`config.mk`:
```
export PLATFORM = sky130hd
export DESIGN_NAME = rx_spchar_detect
export DESIGN_NICKNAME = d
export VERILOG_FILES = /design/src/rtl/rxsc_pkg.sv /design/src/rtl/rxsc_match.sv /design/src/rtl/rxsc_flag.sv /design/src/rtl/rxsc_flowstate.sv /design/src/rtl/rx_spchar_detect.sv
export SDC_FILE = /design/constraint.sdc
export NUM_CORES = 1
export LEC_CHECK = 0
export ABC_AREA = 1
export ABC_CLOCK_PERIOD_IN_PS = 1400
export BUFFER_PORTS_ARGS = -buffer_cell sky130_fd_sc_hd__buf_4
export CAP_MARGIN = 20
export CELL_PAD_IN_SITES_DETAIL_PLACEMENT = 0
export CELL_PAD_IN_SITES_GLOBAL_PLACEMENT = 1
export CORE_MARGIN = 4
export CORE_UTILIZATION = 23
export DETAILED_ROUTE_END_ITERATION = 12
export GPL_TIMING_DRIVEN = 0
export PLACE_DENSITY_LB_ADDON = 0.1
export REMOVE_ABC_BUFFERS = 1
export SYNTH_ARGS = -nofsm -noshare
export SYNTH_HDL_FRONTEND = slang
export SYNTH_SLANG_ARGS = --single-unit
```
`constraint.sdc`:
```
create_clock -name clk -period 1.4 [get_ports clk]
set_input_delay 0.21 -clock clk [delete_from_list [all_inputs] [get_ports clk]]
set_output_delay 0.21 -clock clk [all_outputs]
set_load 0.05 [all_outputs]
```
`src/rtl/rxsc_pkg.sv`:
```
package rxsc_pkg;
  typedef enum logic [1:0] {
    FC_NONE  = 2'b00,
    FC_PAIR2 = 2'b01,
    FC_PAIR1 = 2'b10,
    FC_NONE2 = 2'b11
  } fc_mode_e;

  localparam int NUM_FLAGS = 2;
  localparam int FLAG_SPC  = 0;
  localparam int FLAG_XOFF = 1;

  function automatic logic fc_enabled(input logic [1:0] mode);
    return (mode == FC_PAIR1) || (mode == FC_PAIR2);
  endfunction

  function automatic logic fc_uses_pair2(input logic [1:0] mode);
    return mode == FC_PAIR2;
  endfunction
endpackage

```
`src/rtl/rxsc_match.sv`:
```
module rxsc_match #(
  parameter int DATA_W = 8
) (
  input  logic [DATA_W-1:0] rx_data,
  input  logic [1:0]        fc_mode,
  input  logic              det_en,
  input  logic [DATA_W-1:0] xon1,
  input  logic [DATA_W-1:0] xoff1,
  input  logic [DATA_W-1:0] xon2,
  input  logic [DATA_W-1:0] xoff2,
  output logic              hit_xon,
  output logic              hit_xoff,
  output logic              hit_spc
);
  import rxsc_pkg::*;

  logic [DATA_W-1:0] act_xon;
  logic [DATA_W-1:0] act_xoff;
  logic              fc_on;

  always_comb begin
    fc_on    = fc_enabled(fc_mode);
    act_xon  = fc_uses_pair2(fc_mode) ? xon2  : xon1;
    act_xoff = fc_uses_pair2(fc_mode) ? xoff2 : xoff1;
    hit_xoff = fc_on && (rx_data == act_xoff);
    hit_xon  = fc_on && (rx_data == act_xon);
    hit_spc  = det_en && (rx_data == xoff2);
  end
endmodule

```
`src/rtl/rxsc_flag.sv`:
```
module rxsc_flag (
  input  logic clk,
  input  logic rst_n,
  input  logic set,
  input  logic clr,
  output logic q
);
  always_ff @(posedge clk or negedge rst_n) begin
    if (!rst_n)   q <= 1'b0;
    else if (set) q <= 1'b1;
    else if (clr) q <= 1'b0;
  end


  set_wins_chk: assert property (@(posedge clk) disable iff (!rst_n)
    set |=> q);

  clr_takes_chk: assert property (@(posedge clk) disable iff (!rst_n)
    (clr && !set) |=> !q);

  sticky_chk: assert property (@(posedge clk) disable iff (!rst_n)
    (q && !clr) |=> q);
endmodule

```
`src/rtl/rxsc_flowstate.sv`:
```
module rxsc_flowstate (
  input  logic clk,
  input  logic rst_n,
  input  logic xon_ev,
  input  logic xoff_ev,
  output logic halt
);
  always_ff @(posedge clk or negedge rst_n) begin
    if (!rst_n)       halt <= 1'b0;
    else if (xoff_ev) halt <= 1'b1;
    else if (xon_ev)  halt <= 1'b0;
  end


  pause_sets_chk: assert property (@(posedge clk) disable iff (!rst_n)
    xoff_ev |=> halt);

  resume_clears_chk: assert property (@(posedge clk) disable iff (!rst_n)
    (xon_ev && !xoff_ev) |=> !halt);

  halt_hold_chk: assert property (@(posedge clk) disable iff (!rst_n)
    (!xon_ev && !xoff_ev) |=> $stable(halt));
endmodule

```
`src/rtl/rx_spchar_detect.sv`:
```
module rx_spchar_detect #(
  parameter int DATA_W = 8
) (
  input  logic              clk,
  input  logic              rst_n,
  input  logic [DATA_W-1:0] rx_data,
  input  logic              rx_valid,
  input  logic              det_en,
  input  logic [1:0]        fc_mode,
  input  logic [DATA_W-1:0] xon1,
  input  logic [DATA_W-1:0] xoff1,
  input  logic [DATA_W-1:0] xon2,
  input  logic [DATA_W-1:0] xoff2,
  input  logic              flag_clr,
  output logic              fifo_wr,
  output logic              spc_flag,
  output logic              xoff_flag,
  output logic              tx_halt
);
  import rxsc_pkg::*;

  logic hit_xon, hit_xoff, hit_spc;
  logic ev_xon, ev_xoff, ev_spc, ev_swallow;
  logic [NUM_FLAGS-1:0] flag_set, flag_q;

  rxsc_match #(.DATA_W(DATA_W)) u_match (
    .rx_data (rx_data),
    .fc_mode (fc_mode),
    .det_en  (det_en),
    .xon1    (xon1),
    .xoff1   (xoff1),
    .xon2    (xon2),
    .xoff2   (xoff2),
    .hit_xon (hit_xon),
    .hit_xoff(hit_xoff),
    .hit_spc (hit_spc)
  );

  assign ev_xon     = rx_valid && hit_xon;
  assign ev_xoff    = rx_valid && hit_xoff;
  assign ev_spc     = rx_valid && hit_spc;
  assign ev_swallow = ev_xon || ev_xoff;
  assign fifo_wr    = rx_valid && !ev_swallow;

  assign flag_set[FLAG_SPC]  = ev_spc;
  assign flag_set[FLAG_XOFF] = ev_xoff;

  for (genvar g = 0; g < NUM_FLAGS; g++) begin : g_flag
    rxsc_flag u_flag (
      .clk  (clk),
      .rst_n(rst_n),
      .set  (flag_set[g]),
      .clr  (flag_clr),
      .q    (flag_q[g])
    );
  end

  assign spc_flag  = flag_q[FLAG_SPC];
  assign xoff_flag = flag_q[FLAG_XOFF];

  rxsc_flowstate u_flow (
    .clk    (clk),
    .rst_n  (rst_n),
    .xon_ev (ev_xon),
    .xoff_ev(ev_xoff),
    .halt   (tx_halt)
  );


  no_write_idle_chk: assert property (@(posedge clk) disable iff (!rst_n)
    !rx_valid |-> !fifo_wr);

  pair2_pause_swallow_chk: assert property (@(posedge clk) disable iff (!rst_n)
    (rx_valid && fc_mode == 2'b01 && rx_data == xoff2) |-> !fifo_wr);

  dual_irq_chk: assert property (@(posedge clk) disable iff (!rst_n)
    (rx_valid && det_en && fc_mode == 2'b01 && rx_data == xoff2) |=> (spc_flag && xoff_flag));

  fc_off_pass_chk: assert property (@(posedge clk) disable iff (!rst_n)
    (rx_valid && (fc_mode == 2'b00 || fc_mode == 2'b11)) |-> fifo_wr);

  det_off_chk: assert property (@(posedge clk) disable iff (!rst_n)
    (!det_en && !spc_flag) |=> !spc_flag);

  spc_set_chk: assert property (@(posedge clk) disable iff (!rst_n)
    (rx_valid && det_en && rx_data == xoff2) |=> spc_flag);
endmodule

```
# ---- Word level (Yosys, flattened, before mapping)
# Index checks and enable logic that the tools add are counted.
dict set report classes {
  eq_ne 5
  muxes 7
  reduce_logical 13
}
# cell n
set op_table {}
lappend op_table {{8-bit equality test} 3}
lappend op_table {{8-bit 2-to-1 mux} 2}
lappend op_table {{1-bit logical AND} 7}
lappend op_table {{2-bit nonzero test} 3}
lappend op_table {{1-bit 2-to-1 mux} 5}
lappend op_table {{2-bit by 1-bit equality test with 1-bit output (second input constant)} 1}
lappend op_table {{2-bit equality test (second input constant)} 1}
lappend op_table {{1-bit logical OR} 2}
lappend op_table {{1-bit logical NOT} 1}
dict set report totals {
  ff_bits 3
  in_bits 47
  output_inout_bits 4
  wordCells 28
}

# ---- Depth between registers and ports, before layout
dict set report depth {
  depth_word 8
  mapped_depth 13
  depth_no_buf 12
}

# ---- By module
# A second synthesis with hierarchy kept.
dict set report hier_totals {
  hier_cells 156
  hier_area_um2 755.7
}
# module n_inst cells_each area_per_inst_um2 seq_area_each_um2
set modules_own_cells {}
lappend modules_own_cells {rxsc_match 1 132 601.8 0.0}
lappend modules_own_cells {rxsc_flag 2 5 40.0 25.0}
lappend modules_own_cells {rxsc_flowstate 1 5 40.0 25.0}
lappend modules_own_cells {rx_spchar_detect 1 9 33.8 0.0}

# ---- Worst setup path after synthesis
# Ideal clock, no wire load.
dict set report synth_path {
  kind {in2out}
  from {input fc_mode[1]}
  to {output fifo_wr}
  t_arrival_ps 1701
  t_required_ps 1190
  slack_ps -511
  stages 12
  path_buffers 1
  path_cell_list {inv_1 ha_1 inv_2 buf_6 nand2_1 nand2_1 nand2_1 o21ai_1 nor2_1 nand3_1 nor2_1 nor2_1}
}
dict set report synth_via {
  elab_chain_len 8
  elab_cells_between_ends 14
  classes_between {4 x eq/ne; 2 x mux; 8 x reduce/logical}
}
# item line
set synth_rtl {}
lappend synth_rtl {{start, declared} rx_spchar_detect.sv:9} ;# input logic [1:0] fc_mode,
lappend synth_rtl {{2-bit by 1-bit equality test with 1-bit output} {rxsc_pkg.sv:14, rxsc_pkg.sv:18}}
lappend synth_rtl {{8-bit 2-to-1 mux (on tied branches)} {rxsc_match.sv:23, rxsc_match.sv:24}}
lappend synth_rtl {{8-bit equality test (on tied branches)} {rxsc_match.sv:26, rxsc_match.sv:25}}
lappend synth_rtl {{1-bit logical AND (on tied branches)} {rxsc_match.sv:26, rxsc_match.sv:25}}
lappend synth_rtl {{1-bit logical AND (on tied branches)} {rx_spchar_detect.sv:39, rx_spchar_detect.sv:40}}
lappend synth_rtl {{1-bit logical OR *} rx_spchar_detect.sv:42} ;# assign ev_swallow = ev_xon || ev_xoff;
lappend synth_rtl {{1-bit logical NOT *} rx_spchar_detect.sv:43} ;# assign fifo_wr = rx_valid && !ev_swallow;
lappend synth_rtl {{1-bit logical AND *} rx_spchar_detect.sv:43}
lappend synth_rtl {{end, declared} rx_spchar_detect.sv:15} ;# output logic fifo_wr,
# Mark *: on every way between the ends. The rest lies on a longest branch, timed or not.

# ---- Worst setup path in the final report
# Ends and elaborated chain as after synthesis.

==> impl_results.md <==
- Arrival time worst endpoint: about 1.5 ns
- Final setup TNS: -0.773 ns
- Max layer used: met3
- ANT nets after route: 0
- Storage cell area: between 70 and 80 um^2
- FMAX: around 0.58 GHz
- Fraction of layout cells with a size suffix above 1: about a third
- Fin util: 43.2%
- Cell Pwr Density: 501 mW/mm^2
- Top cell type's share of synthesized area: 44.8%
- Synth area leaders: nand2_1, inv_1, nand3_1, dfrtp_1, nor2_1
- Synth cell types: 19
- Slowest-stage cell, CP: ha_4
- Clk_lat worst skew: 0.21 ns
- Crit start category: primary input
- Seq/Total Area, Yosys: 8.38%
- Vias/cell: 4.30
- Main combinational cell family by area after synthesis: simple AND/OR/NAND/NOR gates
- CTS buffer count: 3
- Status: finished with violations
- Clock Tree Buf Depth: 2
- IO Pins: 51
- Vias in the first global route: between 1000 and 1500
- Most numerous cell in the Yosys netlist: nand2_1
- Worst-path fanout max: 6
- CP endpoint kind: primary output
- Dominant synthesized flop cell: dfrtp_1
- Max-cap viol count: 0
- Top post-synthesis cells by count: nand2_1, inv_1, nor2_1, nand3_1, o21ai_0
- Met3 wire len: roughly 170 um
- Final instance area: 0.00161 mm^2
- Compound-Gate Fraction of Synth Area: ~8.4%
- Leak: approximately 0.00096 uW
- Fin crit share: 122%
- Mean Syn Cell Area: ~4.6 um^2
- # clock sinks: 3
- Largest net degree at the start of global routing: 18
- Port Buffers: 50
- Post-Syn Area: about 900 um^2
- Detailed Route Iter0 Violations: 39
- FP Rows: 22
- WP buf/inv: 4
- Nets@finish: 310
- Synth Area in Simple Gates: 65.8%
- Multi-input gate area: 767 um^2
- First-pass GRT wire length: approximately 5200 um
- Layout Skew: 0 ns
- H-tree depth: 1
- Number of synthesized flops with an enable pin: 0
- Synth Area in Adders: around 1.4%
- Die ar.: between 0.004 and 0.005 mm^2
- DIE WIDTH: 70.4 um
- Cell count after synthesis: just under 200
- Routability Congestion: 0.745
- Antenna cell count: 0
- Multiplexer share of the synthesized area: 0%
- Global route total overflow: 0
- Final Hold Vio Count: 0
- CP peak stage delay: approximately 0.22 ns
- Final setup violation count: 3
- GRT Total Usage: between 10% and 20%
- Met2 wire len: between 1000 and 1500 um
- Placement-stage cell area: between 0.001 and 0.0015 mm^2
- Worst-path clk slew: around 0.030 ns
- Routed len/inst: between 10 and 15 um
- Cell chosen for the clock root: clkbuf_8
- Critical-path cell list: buf_6 > inv_4 > ha_4 > buf_12 > nand2_2 > nand2_1 > xor2_1 > nand4_1 > nor2_1 > nor2_1 > buf_6
- CP top delay family: buffers and inverters
- # fillers: about 420
- DRT met1 WL: between 1500 and 2000 um
- Relative slew slack: between 70% and 80%
- Cell taking the most area after synthesis: nand2_1
- Failing checks: negative setup slack
- Total wire length: 3240 um
- Post-synth ARST share: 100%
- Initial antenna violation count: 0
- Detailed Routing Iterations Pass 1: 4
- PnR worst setup slack: -0.310 ns
- Worst-Margin Slew: 0.361 ns
- FF+latch count, synth: 3
- Total power: 805 uW
- RSZ-0062 raised after global routing: true
- Worst min-delay path category: in2reg
- Peak supply drop: between 400 and 500 uV
- CP required: between 1 and 1.5 ns
- Syn. warnings: 0
- CTS tree: built
- Post-layout min period: between 1.5 and 2 ns
- Drt drc: 0
- Final Max Slew Viols: 0
- Estimated wirelength of the detail-placed design: about 2500 um
- XOR/XNOR share of the synthesized area: between 2 and 3%
- Vias: between 1000 and 1500
- Die height: 70.4 um
- Area added between synthesis and finish: 79.2%
- Core region area: between 0.003 and 0.004 mm^2
- Initial core utilization: between 20% and 30%
- Critical path class: in2out
==> routing by layer <==
| metal | vias to the layer above | GRT usage [%] |
|---|---|---|
| met3 | 0 | 2.01 |
| met2 | 33 | 20.9 |
| met1 | 563 | 17.8 |
| met5 | - | 0 |
| li1 | 734 | - |
| met4 | 0 | 1.91 |
==> sequential cells by signal, indices dropped and copies added (netlist names) <==
signal           cells
g_flag.u_flag.q      2
u_flow.halt          1
==> where the power goes <==
part / internal (uW) / switching (uW)
Clock: 194 / 52.7
Combinational: 228 / 237
Sequential: 92.2 / 2.14
==> cells in the final DEF, fill, tap and decap left out <==
cell           count
nand4_1            4
nand3_2            2
clkbuf_8           3
nor2_1            18
o211ai_1           3
o21ai_0            5
ha_4               1
buf_4             51
buf_12             1
o21bai_1           1
nand3_1           14
clkbuf_1           1
or2_2              1
buf_6              9
o21ai_1            1
inv_4              1
inv_1             23
nor3_1             1
a21oi_1            2
nor2_2             1
dlygate4sd3_1      1
dfrtp_1            3
buf_8              1
xor2_1             3
o21ai_2            1
inv_8              1
nand2_1           93
clkbuf_16          1
nand2_2           14
==> per-stage QoR <==
stage | hold slack [ns] | setup WS [ns] | cells
5_1_grt | 0.262 | -0.364 | 309
6_report | 0.250 | -0.310 | 309
2_1_floorplan | -0.0856 | -0.825 | 193
4_1_cts | 0.252 | -0.317 | 300
3_3_place_gp | -0.0000337 | -1.16 | 291
3_5_place_dp | 0.000191 | -1.17 | 291
==> cells by family after synthesis <==
group | Yosys count
flops | 3
fa+ha+maj | 1
buf+inv | 28
compound gates | 13
simple gates | 148
xor+xnor | 3
==> final cells by class <==
type,count,area share (%)
multi-input cells,165,47.8
repair buffers,64,34.5
inverters,25,6.47
flip-flops and latches,3,4.68
well taps,48,3.74
clock buffers,4,2.81
==> path summary, 6_finish.rpt <==
check / slack [ns] / startpoint / cells after the start / to
hold / removal: 0.25 / flag_clr / 4 / g_flag[1].u_flag.q
max in group asynchronous: 0.98 / rst_n / 2 / g_flag[0].u_flag.q
hold reg to reg: 0.48 / g_flag[1].u_flag.q / 2 / g_flag[1].u_flag.q
setup / recovery: -0.31 / fc_mode[1] / 11 / fifo_wr
setup reg to reg: 0.80 / u_flow.halt / 2 / u_flow.halt
min in group asynchronous: 0.33 / rst_n / 2 / g_flag[1].u_flag.q
==> tightest hold or removal path, cell delays in order <==
cell	delay (ns)
buf_4	0.08
inv_1	0.04
nand2_1	0.05
nand2_1	0.05
==> timing repair <==
| action | in CTS | in global routing |
|---|---|---|
| resized for setup | 16 | 21 |
| endpoints found under the hold margin | 3 | 0 |
| gates cloned | 0 | 1 |
| endpoints found under the setup margin | 3 | 2 |
| hold buffers | 1 | 0 |
| setup buffers | 4 | 8 |
| pin swaps | 9 | 13 |
No activity file was read; power rests on OpenSTA's default activity.
